<file path="config.mk">
export PLATFORM = sky130hd
export DESIGN_NAME = mesh_router
export DESIGN_NICKNAME = d
export VERILOG_FILES = /design/src/rtl/mesh_router_pkg.sv /design/src/rtl/mr_queue.sv /design/src/rtl/mr_rr_arb.sv /design/src/rtl/mr_route_table.sv /design/src/rtl/mesh_router.sv
export SDC_FILE = /design/constraint.sdc
export NUM_CORES = 2
export LEC_CHECK = 0
export BUFFER_PORTS_ARGS = -buffer_cell sky130_fd_sc_hd__buf_2
export CORE_MARGIN = 10
export CORE_UTILIZATION = 59
export DETAILED_ROUTE_END_ITERATION = 6
export PLACE_DENSITY_LB_ADDON = 0.12
export SETUP_SLACK_MARGIN = 0.2
export SLEW_MARGIN = 40
export SYNTH_ARGS = -nofsm -noshare
export SYNTH_HDL_FRONTEND = slang
export SYNTH_SLANG_ARGS = --single-unit
</file>
<file path="constraint.sdc">
create_clock -name clk -period 6.7 [get_ports clk]
set_input_delay 0.335 -clock clk [delete_from_list [all_inputs] [get_ports clk]]
set_output_delay 0.335 -clock clk [all_outputs]
set_load 0.005 [all_outputs]
</file>
<file path="src/rtl/mesh_router_pkg.sv">
package mesh_router_pkg;

    localparam int NPORT      = 5;
    localparam int PORT_IDX_W = 3;

    localparam int P_NORTH = 0;
    localparam int P_SOUTH = 1;
    localparam int P_EAST  = 2;
    localparam int P_WEST  = 3;
    localparam int P_CORE  = 4;

    typedef logic [NPORT-1:0] port_mask_t;

endpackage

</file>
<file path="src/rtl/mr_queue.sv">
module mr_queue #(
    parameter int W     = 24,
    parameter int DEPTH = 4
) (
    input  logic         clk,
    input  logic         rst_n,
    input  logic         push,
    input  logic [W-1:0] push_data,
    input  logic         pop,
    output logic         ready,
    output logic         head_valid,
    output logic [W-1:0] head_data
);
    localparam int PW   = (DEPTH > 1) ? $clog2(DEPTH) : 1;
    localparam int CNTW = $clog2(DEPTH + 1);

    typedef struct {
        logic [W-1:0]    mem [DEPTH];
        logic [PW-1:0]   rd;
        logic [PW-1:0]   wr;
        logic [CNTW-1:0] cnt;
    } q_state_t;

    q_state_t q_d, q_q;
    logic     do_push;
    logic     do_pop;

    assign ready      = (q_q.cnt != CNTW'(DEPTH));
    assign head_valid = (q_q.cnt != '0);
    assign head_data  = q_q.mem[q_q.rd];

    always_comb begin
        q_d     = q_q;
        do_push = push && ready;
        do_pop  = pop && head_valid;
        if (do_push) begin
            q_d.mem[q_q.wr] = push_data;
            q_d.wr = (q_q.wr == PW'(DEPTH - 1)) ? '0 : q_q.wr + 1'b1;
        end
        if (do_pop) begin
            q_d.rd = (q_q.rd == PW'(DEPTH - 1)) ? '0 : q_q.rd + 1'b1;
        end
        case ({do_push, do_pop})
            2'b10:   q_d.cnt = q_q.cnt + 1'b1;
            2'b01:   q_d.cnt = q_q.cnt - 1'b1;
            default: q_d.cnt = q_q.cnt;
        endcase
    end

    always_ff @(posedge clk) begin
        if (!rst_n) begin
            for (int i = 0; i < DEPTH; i++) q_q.mem[i] <= '0;
            q_q.rd  <= '0;
            q_q.wr  <= '0;
            q_q.cnt <= '0;
        end else begin
            q_q <= q_d;
        end
    end

    AST_NO_OVERFLOW: assert property (@(posedge clk) disable iff (!rst_n)
        (q_q.cnt == CNTW'(DEPTH)) |=> (q_q.cnt <= CNTW'(DEPTH)));
    AST_NO_UNDERFLOW: assert property (@(posedge clk) disable iff (!rst_n)
        (q_q.cnt == '0) |=> (q_q.cnt <= CNTW'(1)));

endmodule

</file>
<file path="src/rtl/mr_rr_arb.sv">
module mr_rr_arb #(
    parameter int N = 5
) (
    input  logic         clk,
    input  logic         rst_n,
    input  logic [N-1:0] req,
    input  logic         advance,
    output logic [N-1:0] grant
);
    localparam int PW = (N > 1) ? $clog2(N) : 1;

    typedef struct packed {
        logic [PW-1:0] ptr;
    } arb_state_t;

    arb_state_t st_d, st_q;
    logic          found;
    logic [PW-1:0] pick;
    int            j;

    always_comb begin
        st_d  = st_q;
        grant = '0;
        found = 1'b0;
        pick  = st_q.ptr;
        j     = 0;
        for (int i = 0; i < N; i++) begin
            j = int'(st_q.ptr) + i;
            if (j >= N) j = j - N;
            if (!found && req[j]) begin
                found    = 1'b1;
                grant[j] = 1'b1;
                pick     = PW'(j);
            end
        end
        if (found && advance) begin
            st_d.ptr = (pick == PW'(N - 1)) ? '0 : pick + 1'b1;
        end
    end

    always_ff @(posedge clk) begin
        if (!rst_n) st_q <= '0;
        else        st_q <= st_d;
    end

    AST_GRANT_ONEHOT: assert property (@(posedge clk) disable iff (!rst_n)
        $onehot0(grant));
    AST_GRANT_IF_REQ: assert property (@(posedge clk) disable iff (!rst_n)
        (|req) |-> ((grant & req) == grant) && (|grant));
    AST_PTR_RANGE: assert property (@(posedge clk) disable iff (!rst_n)
        (int'(st_q.ptr) < N));

endmodule

</file>
<file path="src/rtl/mr_route_table.sv">
module mr_route_table
    import mesh_router_pkg::*;
#(
    parameter int COLOR_W = 3
) (
    input  logic                                clk,
    input  logic                                rst_n,
    input  logic                                we,
    input  logic [PORT_IDX_W-1:0]               wr_port,
    input  logic [COLOR_W-1:0]                  wr_color,
    input  port_mask_t                          wr_mask,
    input  logic [NPORT-1:0][COLOR_W-1:0]       rd_color,
    output logic [NPORT-1:0][NPORT-1:0]         rd_mask
);
    localparam int NCOLOR = 1 << COLOR_W;
    localparam int NENT   = NPORT * NCOLOR;
    localparam int IW     = $clog2(NENT);

    typedef struct {
        port_mask_t ent [NENT];
    } tab_state_t;

    tab_state_t    st_d, st_q;
    logic [IW-1:0] wr_idx;
    logic          wr_ok;

    always_comb begin
        st_d   = st_q;
        wr_ok  = we && (int'(wr_port) < NPORT);
        wr_idx = IW'(int'(wr_port) * NCOLOR + int'(wr_color));
        if (wr_ok) st_d.ent[wr_idx] = wr_mask;
        for (int p = 0; p < NPORT; p++) begin
            rd_mask[p] = st_q.ent[IW'(p * NCOLOR + int'(rd_color[p]))];
        end
    end

    always_ff @(posedge clk) begin
        if (!rst_n) begin
            for (int i = 0; i < NENT; i++) st_q.ent[i] <= '0;
        end else begin
            st_q <= st_d;
        end
    end

    AST_WRITE_LANDS: assert property (@(posedge clk) disable iff (!rst_n)
        wr_ok |=> (st_q.ent[$past(wr_idx)] == $past(wr_mask)));

endmodule

</file>
<file path="src/rtl/mesh_router.sv">
module mesh_router
    import mesh_router_pkg::*;
#(
    parameter int DATA_W  = 16,
    parameter int COLOR_W = 3,
    parameter int QDEPTH  = 4
) (
    input  logic                          clk,
    input  logic                          rst_n,
    input  logic [NPORT-1:0]              rx_valid,
    input  logic [NPORT-1:0][COLOR_W-1:0] rx_color,
    input  logic [NPORT-1:0][DATA_W-1:0]  rx_data,
    output logic [NPORT-1:0]              rx_ready,
    output logic [NPORT-1:0]              tx_valid,
    output logic [NPORT-1:0][COLOR_W-1:0] tx_color,
    output logic [NPORT-1:0][DATA_W-1:0]  tx_data,
    input  logic [NPORT-1:0]              tx_ready,
    input  logic                          cfg_we,
    input  logic [PORT_IDX_W-1:0]         cfg_port,
    input  logic [COLOR_W-1:0]            cfg_color,
    input  logic [NPORT-1:0]              cfg_mask
);
    localparam int ENTRY_W = NPORT + COLOR_W + DATA_W;

    typedef struct packed {
        port_mask_t          mask;
        logic [COLOR_W-1:0]  color;
        logic [DATA_W-1:0]   data;
    } entry_t;

    typedef struct packed {
        logic [NPORT-1:0][NPORT-1:0] sent;
    } rt_state_t;

    rt_state_t                    st_d, st_q;
    logic [NPORT-1:0][NPORT-1:0]  route_mask;
    logic [NPORT-1:0][ENTRY_W-1:0] q_in;
    logic [NPORT-1:0][ENTRY_W-1:0] q_head;
    logic [NPORT-1:0]             head_valid;
    entry_t                       head [NPORT];
    logic [NPORT-1:0][NPORT-1:0]  rem;
    logic [NPORT-1:0][NPORT-1:0]  req;
    logic [NPORT-1:0][NPORT-1:0]  grant;
    logic [NPORT-1:0][NPORT-1:0]  done;
    logic [NPORT-1:0]             pop;

    mr_route_table #(.COLOR_W(COLOR_W)) u_table (
        .clk      (clk),
        .rst_n    (rst_n),
        .we       (cfg_we),
        .wr_port  (cfg_port),
        .wr_color (cfg_color),
        .wr_mask  (cfg_mask),
        .rd_color (rx_color),
        .rd_mask  (route_mask)
    );

    always_comb begin
        for (int p = 0; p < NPORT; p++) begin
            q_in[p] = {route_mask[p], rx_color[p], rx_data[p]};
        end
    end

    for (genvar p = 0; p < NPORT; p++) begin : g_inq
        mr_queue #(.W(ENTRY_W), .DEPTH(QDEPTH)) u_q (
            .clk        (clk),
            .rst_n      (rst_n),
            .push       (rx_valid[p]),
            .push_data  (q_in[p]),
            .pop        (pop[p]),
            .ready      (rx_ready[p]),
            .head_valid (head_valid[p]),
            .head_data  (q_head[p])
        );
    end

    // Outstanding outputs of each head, transposed into per-output requests.
    always_comb begin
        for (int p = 0; p < NPORT; p++) begin
            head[p] = entry_t'(q_head[p]);
            rem[p]  = head_valid[p] ? (head[p].mask & ~st_q.sent[p]) : '0;
        end
        for (int o = 0; o < NPORT; o++) begin
            for (int p = 0; p < NPORT; p++) begin
                req[o][p] = rem[p][o];
            end
        end
    end

    for (genvar o = 0; o < NPORT; o++) begin : g_arb
        mr_rr_arb #(.N(NPORT)) u_arb (
            .clk     (clk),
            .rst_n   (rst_n),
            .req     (req[o]),
            .advance (tx_ready[o]),
            .grant   (grant[o])
        );
    end

    // Output muxing, delivery tracking and queue release.
    always_comb begin
        st_d = st_q;
        for (int o = 0; o < NPORT; o++) begin
            tx_valid[o] = |req[o];
            tx_data[o]  = '0;
            tx_color[o] = '0;
            for (int p = 0; p < NPORT; p++) begin
                if (grant[o][p]) begin
                    tx_data[o]  = head[p].data;
                    tx_color[o] = head[p].color;
                end
            end
        end
        for (int p = 0; p < NPORT; p++) begin
            for (int o = 0; o < NPORT; o++) begin
                done[p][o] = grant[o][p] & tx_ready[o];
            end
            pop[p] = head_valid[p] && ((rem[p] & ~done[p]) == '0);
            st_d.sent[p] = pop[p] ? '0 : (st_q.sent[p] | done[p]);
        end
    end

    always_ff @(posedge clk) begin
        if (!rst_n) st_q <= '0;
        else        st_q <= st_d;
    end

    for (genvar p = 0; p < NPORT; p++) begin : g_chk_in
        AST_SENT_IN_MASK: assert property (@(posedge clk) disable iff (!rst_n)
            head_valid[p] |-> ((st_q.sent[p] & ~head[p].mask) == '0));
        AST_HEAD_HELD: assert property (@(posedge clk) disable iff (!rst_n)
            (head_valid[p] && !pop[p]) |=> (head_valid[p] && $stable(q_head[p])));
        for (genvar o = 0; o < NPORT; o++) begin : g_chk_pair
            AST_NO_DUP_COPY: assert property (@(posedge clk) disable iff (!rst_n)
                done[p][o] |-> !st_q.sent[p][o]);
        end
    end

    for (genvar o = 0; o < NPORT; o++) begin : g_chk_out
        AST_TX_HAS_OWNER: assert property (@(posedge clk) disable iff (!rst_n)
            tx_valid[o] |-> $onehot(grant[o]));
    end

endmodule

</file>
After elaboration in Yosys (flattened, before gate mapping)
Index checks and enable logic that the tools add are counted.
{ "totals": {"regBits": 755, "latch_bits": 0, "mem_bits_rw": 0, "romBits": 0, "inputBits": 119, "elab_cells": 840, "n_memories": 0} }
{ "classes": {"n_addsub": 75, "n_mul": 0, "div_mod_pow": 0, "magnitude_cmp": 98, "eq_ne": 30, "n_shift": 0, "mux": 348, "bitwise": 87, "reduce_logical": 117} }
{ "ops": {"columns": ["operator", "count"], "rows": [
  ["$ge A32 B1 Y1 const B", 25],
  ["$lt A32 B5 Y1 const B", 25],
  ["$mux W32", 25],
  ["$ge A32 B4 Y1 const B", 20],
  ["$sub A32 B4 Y32 const B", 20],
  ["$bwmux W96", 5],
  ["$mux W16", 25],
  ["$mux W24", 15],
  ["$bmux W24 S2", 5],
  ["$demux W24 S2", 5],
  ["$mux W5", 41],
  ["$bwmux W200", 1],
  ["$mux W3", 55],
  ["$bmux W5 S6", 5],
  ["$or A5 B5 Y5", 25],
  ["$mux W1", 100],
  ["$bmux W1 S3", 25],
  ["$demux W1 S3", 25],
  ["$logic_and A1 B1 Y1", 72],
  ["$and A5 B5 Y5", 10],
  ["$not A5 Y5", 10],
  ["$ge A3 B3 Y1 const B", 15],
  ["$add A3 B2 Y4 const B", 10],
  ["$ge A6 B7 Y1 const B", 5],
  ["other kinds (33)", 186]
]} }

Depth between registers and ports, before layout
{ "logic_depth": {"word_depth": 30, "ltp_mapped": 25, "ltp_nobuf": 22} }

Hierarchy
From an unflattened synthesis, not the netlist that was laid out.
{ "unflattened": {"hier_cells": 5231, "area_unflattened_um2": 48146.2} }
{ "modules_own_cells": {"columns": ["mod", "n_inst", "cells_per_inst", "area_each_um2", "seq_area_each_um2"], "rows": [
  ["mr_queue", 5, 422, 4630.7, 2062.0],
  ["mr_route_table", 1, 802, 8933.6, 4003.8],
  ["mr_rr_arb at g_arb[1].u_arb ...", 3, 300, 2118.3, 60.1],
  ["mesh_router", 1, 875, 5763.0, 500.5],
  ["mr_rr_arb at g_arb[4].u_arb", 1, 280, 1991.9, 60.1],
  ["mr_rr_arb at g_arb[0].u_arb", 1, 264, 1949.4, 60.1]
]} }

Least setup slack after synthesis
OpenSTA, ideal clock, no wires.
{ "synth_path": {"path_kind": "register -> register", "from": "register g_arb[4].u_arb.st_q[0] in the netlist's numbering", "to": "register g_inq[1].u_q.q_q[2] in the netlist's numbering", "arrival_time_ns": 5.719, "required_time_ns": 6.630, "setup_slack_ns": 0.911, "path_stages_with_launch": 22, "synth_period_minus_slack_ns": 5.789, "path_cell_list": "dfxtp_1 > clkbuf_1 > clkinv_1 > ha_1 > fa_1 > a21bo_2 > buf_2 > xnor2_2 > a21oi_1 > o32ai_2 > nand2_1 > a2111o_1 > or4_1 > nand3_1 > a21oi_1 > nor4_4 > ha_1 > inv_1 > fa_1 > xor2_1 > or3_1 > a21oi_1"} }
{ "synth_between": {"elab_chain_len": 26, "elab_cells_between_ends": 90, "classes_between": "add/sub: 9; order compare: 15; eq/ne: 2; mux: 40; bitwise: 7; reduce/logical: 17"} }
{ "synth_rtl": {"columns": ["item", "line_no", "source"], "rows": [
  ["start: declaration", "mr_rr_arb.sv:16", "arb_state_t st_d, st_q;"],
  ["start signal: assignment", "mr_rr_arb.sv:43", "else st_q <= st_d;"],
  ["branches (longest 17 deep; another with $sub A32 B4 Y32)", null, null],
  ["$mux W5 (*)", "mr_rr_arb.sv:30", "if (!found && req[j]) begin"],
  ["$and A1 B1 Y1 (*)", "mesh_router.sv:116", "done[p][o] = grant[o][p] & tx_ready[o];"],
  ["$not A5 Y5 (*)", "mesh_router.sv:118", "pop[p] = head_valid[p] && ((rem[p] & ~done[p]) == '0);"],
  ["$and A5 B5 Y5 (*)", "mesh_router.sv:118", null],
  ["$logic_not A5 Y1 (*)", "mesh_router.sv:118", null],
  ["$logic_and A1 B1 Y1 (*)", "mesh_router.sv:118", null],
  ["$logic_and A1 B1 Y1 (*)", "mr_queue.sv:35", "do_pop = pop && head_valid;"],
  ["via g_inq[1].u_q.do_pop", "mr_queue.sv:26", "logic do_pop;"],
  ["$eq A2 B1 Y1 or $eq A2 B2 Y1 (tied branches)", "mr_queue.sv:43", "case ({do_push, do_pop})"],
  ["$pmux W3 S2 or $reduce_bool A2 Y1 (tied branches)", null, null],
  ["end signal: assignment", "mr_queue.sv:57", "q_q <= q_d;"],
  ["end: declaration", "mr_queue.sv:24", "q_state_t q_d, q_q;"]
]} }
Mark *: on every way through the listed nets, which the timed path passes. The select of a mux whose other input is x is not followed.
A chain may end at the register's enable or synchronous reset.

==> impl_metrics.py <==
metrics = {
    "worst_setup_path": {
        "cp-end-kind": "output pin",
        "crit_path_start": "g_arb[4].u_arb.st_q[2]",
        "r2r_start": "g_arb[2].u_arb.st_q[1]",
        "worst-setup-path-type": "flip-flop to output pin",
        "required_ns": 6.36,
        "cp-start-kind": "flip-flop",
        "cp_max_fo": 20,
        "cp_data_arrival_time_ns": 5.90,
    },
    "power_and_ir_drop": {
        "p_int_mw": 11.0,
        "p_sw_mw": 8.93,
        "power.density_nw_per_um2": 413,
        "ir_drop_v": 0.000270,
        "pwr-share-seq_pct": 26.1,
        "pwr-share-clk_pct": 23.0,
        "power.leakage_nw": 17.9,
        "swShare_pct": 44.9,
        "pwr-share-comb_pct": 50.9,
        "power.total_mw": 19.9,
    },
    "timing": {
        "fmax_mhz": 160,
        "final.min_clock_period_ns": 6.23,
        "fin_tns_setup_ns": 0,
        "setup_viol": 0,
        "relSlewSlack_pct": 39.8,
        "hold_viol_final": 0,
        "rsz0062_at_grt": "no",
        "whs_ns": 0.0808,
        "worst_pin_slew_ns": 0.901,
        "finClkSkew_ns": 0.0349,
        "slew_viol_final": 0,
        "finalCritPeriodShare_pct": 93.0,
    },
    "logic_synthesis": {
        "yosys.area_share.adder_pct": 4.52,
        "synth_cell_types": 110,
        "ys_seq_elements": 755,
        "syn_inst": 5063,
        "yosysMostFrequentCell": "nand2_1",
        "synth_warnings": 0,
        "synth-simple-area-share_pct": 20.3,
        "syn_avg_cell_area_um2": 8.47,
        "synth-edff-count": 0,
        "ys_async_sr_fraction_pct": 0,
        "synth_xor_area_share_pct": 0.753,
        "synth_common_cells": "nand2_1 (977), dfxtp_1 (755), a21oi_1 (515), nor2_1 (347), clkbuf_1 (307)",
        "synth_flop_cell": "dfxtp_1",
        "synth_compound_area_share_pct": 20.8,
        "yosys.area.top_type": "dfxtp_1",
        "ys_seq_area_share_pct": 35.2,
        "syn-num-nets": 5331,
        "synth_area_leaders": "dfxtp_1 (35%), mux4_2 (8.6%), nand2_1 (8.6%)",
        "synth_mux_area_share_pct": 13.8,
        "synth_area_um2": 42900,
        "synth_top_area_share_pct": 35.2,
        "synth_top_family_by_area": "compound AO/OA/AOI/OAI gates",
    },
    "route": {
        "route.antenna.remaining_nets": 0,
        "first_iter_violations": 6104,
        "viasPerCell": 6.67,
        "firstDrtPassIters": 7,
        "vias": 41300,
        "post-route-drc-count": 149,
        "postRouteWirelength_um": 156000,
        "post_drt_wl_per_cell_um": 25.1,
    },
    "place": {
        "hpwl_um": 108000,
        "dp_cells": 5965,
        "placed_cell_area_um2": 44700,
        "io_buffers": 223,
        "gp_congestion": 1.01,
    },
    "global_route": {
        "gr-total-overflow": 0,
        "grt_first_pass_wirelength_um": 234000,
        "grt_usage_pct": 35.7,
        "grt_max_degree": 137,
        "antenna_found_initial": 15,
        "grt_pass1_vias": 38500,
    },
    "clock_network": {
        "tritoncts": "yes",
        "cts_max_level": 3,
        "clk_path_buf_depth": 3,
        "cts_root_buf": "clkbuf_16",
        "clock-sinks": 755,
        "clk_pin_slew_worst_paths_ns": 0.06,
        "cts_buffers": 77,
        "clk_latency_ns": 0.65,
    },
    "min_path": {
        "hold_class": "input pin to flip-flop",
        "min-delay-start": "rx_color[8]",
    },
    "layout": {
        "multi_input_area_um2": 26000,
        "stdcell_count": 6194,
        "syn_to_final_growth_pct": 12.4,
        "drive_above_1_share_pct": 14.4,
        "nets": 5443,
        "fin_area_um2": 48200,
        "fill_cells": 5993,
        "ff_latch_area_um2": 15100,
    },
    "die": {
        "die_w_um": 290,
        "fp.dieH_um": 290,
        "initial_core_util_pct": 59.8,
        "die_area_um2": 83900,
        "rows": 98,
        "core_area_um2": 71700,
        "num_io_pins": 224,
    },
    "outcome": {
        "violations": "design-rule violations",
        "status": "complete, but fails checks",
    },
    "flow_run": {
        "drv_cap": 0,
    },
}
## area by class of cell
type	count	area share, %
Multi-Input combinational cell	3817	53.9
Sequential cell	755	31.4
Clock inverter	27	0.924
Timing Repair Buffer	415	5.82
Antenna cell	10	0.0519
Tap cell	950	2.47
Inverter	109	0.864
Clock buffer	111	4.61
## cells in the final DEF, fill, tap and decap left out, types with 27 or more instances in the layout
| master | netlist | routed |
|---|---|---|
| nand2_1 | 977 | 971 |
| dfxtp_1 | 755 | 751 |
| a21oi_1 | 515 | 510 |
| nor2_1 | 347 | 347 |
| buf_2 | 33 | 219 |
| mux2i_1 | 197 | 197 |
| nand3_1 | 173 | 173 |
| mux4_2 | 163 | 163 |
| ha_1 | 139 | 138 |
| buf_4 | 9 | 112 |
| a22oi_1 | 110 | 110 |
| o21ai_0 | 108 | 107 |
| inv_1 | 105 | 105 |
| a22o_1 | 100 | 100 |
| a211oi_1 | 90 | 90 |
| a222oi_1 | 81 | 81 |
| dlygate4sd3_1 | 0 | 80 |
| nor3_1 | 83 | 78 |
| clkbuf_16 | 0 | 77 |
| nor2b_1 | 58 | 58 |
| nand2b_1 | 42 | 42 |
| and2_1 | 38 | 38 |
| or3_1 | 32 | 32 |
| and3_1 | 37 | 32 |
| o22ai_1 | 29 | 28 |
| nand4_1 | 27 | 27 |
## per-layer routing
layer	GRT usage [%]	up-vias	wire, µm
li1	-	18700	-
met1	46.6	19700	60400
met2	54.3	2375	68200
met3	8.35	466	17300
met4	19.6	14	9580
met5	0	-	65
## critical path, cell delays in order (launching register included)
cell and delay, ns:
dfxtp_1 0.67, inv_1 0.33, ha_1 0.67, a31oi_1 0.18, xnor2_1 0.57, mux2i_1 0.29, a22oi_1 0.16, a2111o_1 0.54
or3b_1 0.45, o211ai_1 0.34, buf_4 0.40, a222oi_1 0.17, nand2_1 0.29, buf_2 0.18
## state kept, by name (all words and copies together), names as in the netlist
register / count
u_table.st_q: 200
g_arb.u_arb.st_q: 15
st_q: 25
g_inq.u_q.q_q: 515
## what timing repair did
item                                   CTS  global route
setup buffers                            0             0
resized for setup                        0             2
endpoints found under the hold margin  310             0
setup endpoints to repair                0             2
hold buffers                            80             0
## metrics by stage
step	utilization (%)	worst slack, ns
3_3_place_gp	62.2	0.711
4_1_cts	67.1	0.580
2_1_floorplan	-	0.911
6_report	67.2	0.468
3_5_place_dp	62.3	0.586
5_1_grt	67.2	0.209
## path summary, 6_finish.rpt
check / slack [ns] / depth (start not counted) / to
setup reg to reg: 0.54 / 18 / g_inq[4].u_q.q_q[2]
setup / recovery: 0.47 / 13 / tx_data[79]
hold / removal: 0.08 / 3 / g_inq[2].u_q.q_q[73]
hold reg to reg: 0.45 / 2 / g_inq[0].u_q.q_q[73]
## power by group through the flow
stage,Sequential [mW],Clock [mW],Combinational (mW)
floorplan,5.19,0,6.43
global placement,5.27,0,9.59
detailed placement,5.29,0,9.63
CTS,5.19,4.60,9.71
global route,5.25,4.77,10.7
finish,5.20,4.57,10.1
## logic make-up (layout without fill, tap and decap cells)
group,Yosys count,after routing
buffers and inverters,491,662
muxes,384,384
AOI/OAI and AO/OA,1312,1312
adders and majority gates,149,149
xor gates and xnor gates,36,36
and+or+nand+nor,1936,1936
DFF,755,755
other,0,10
(Power assumes the default switching activity.)
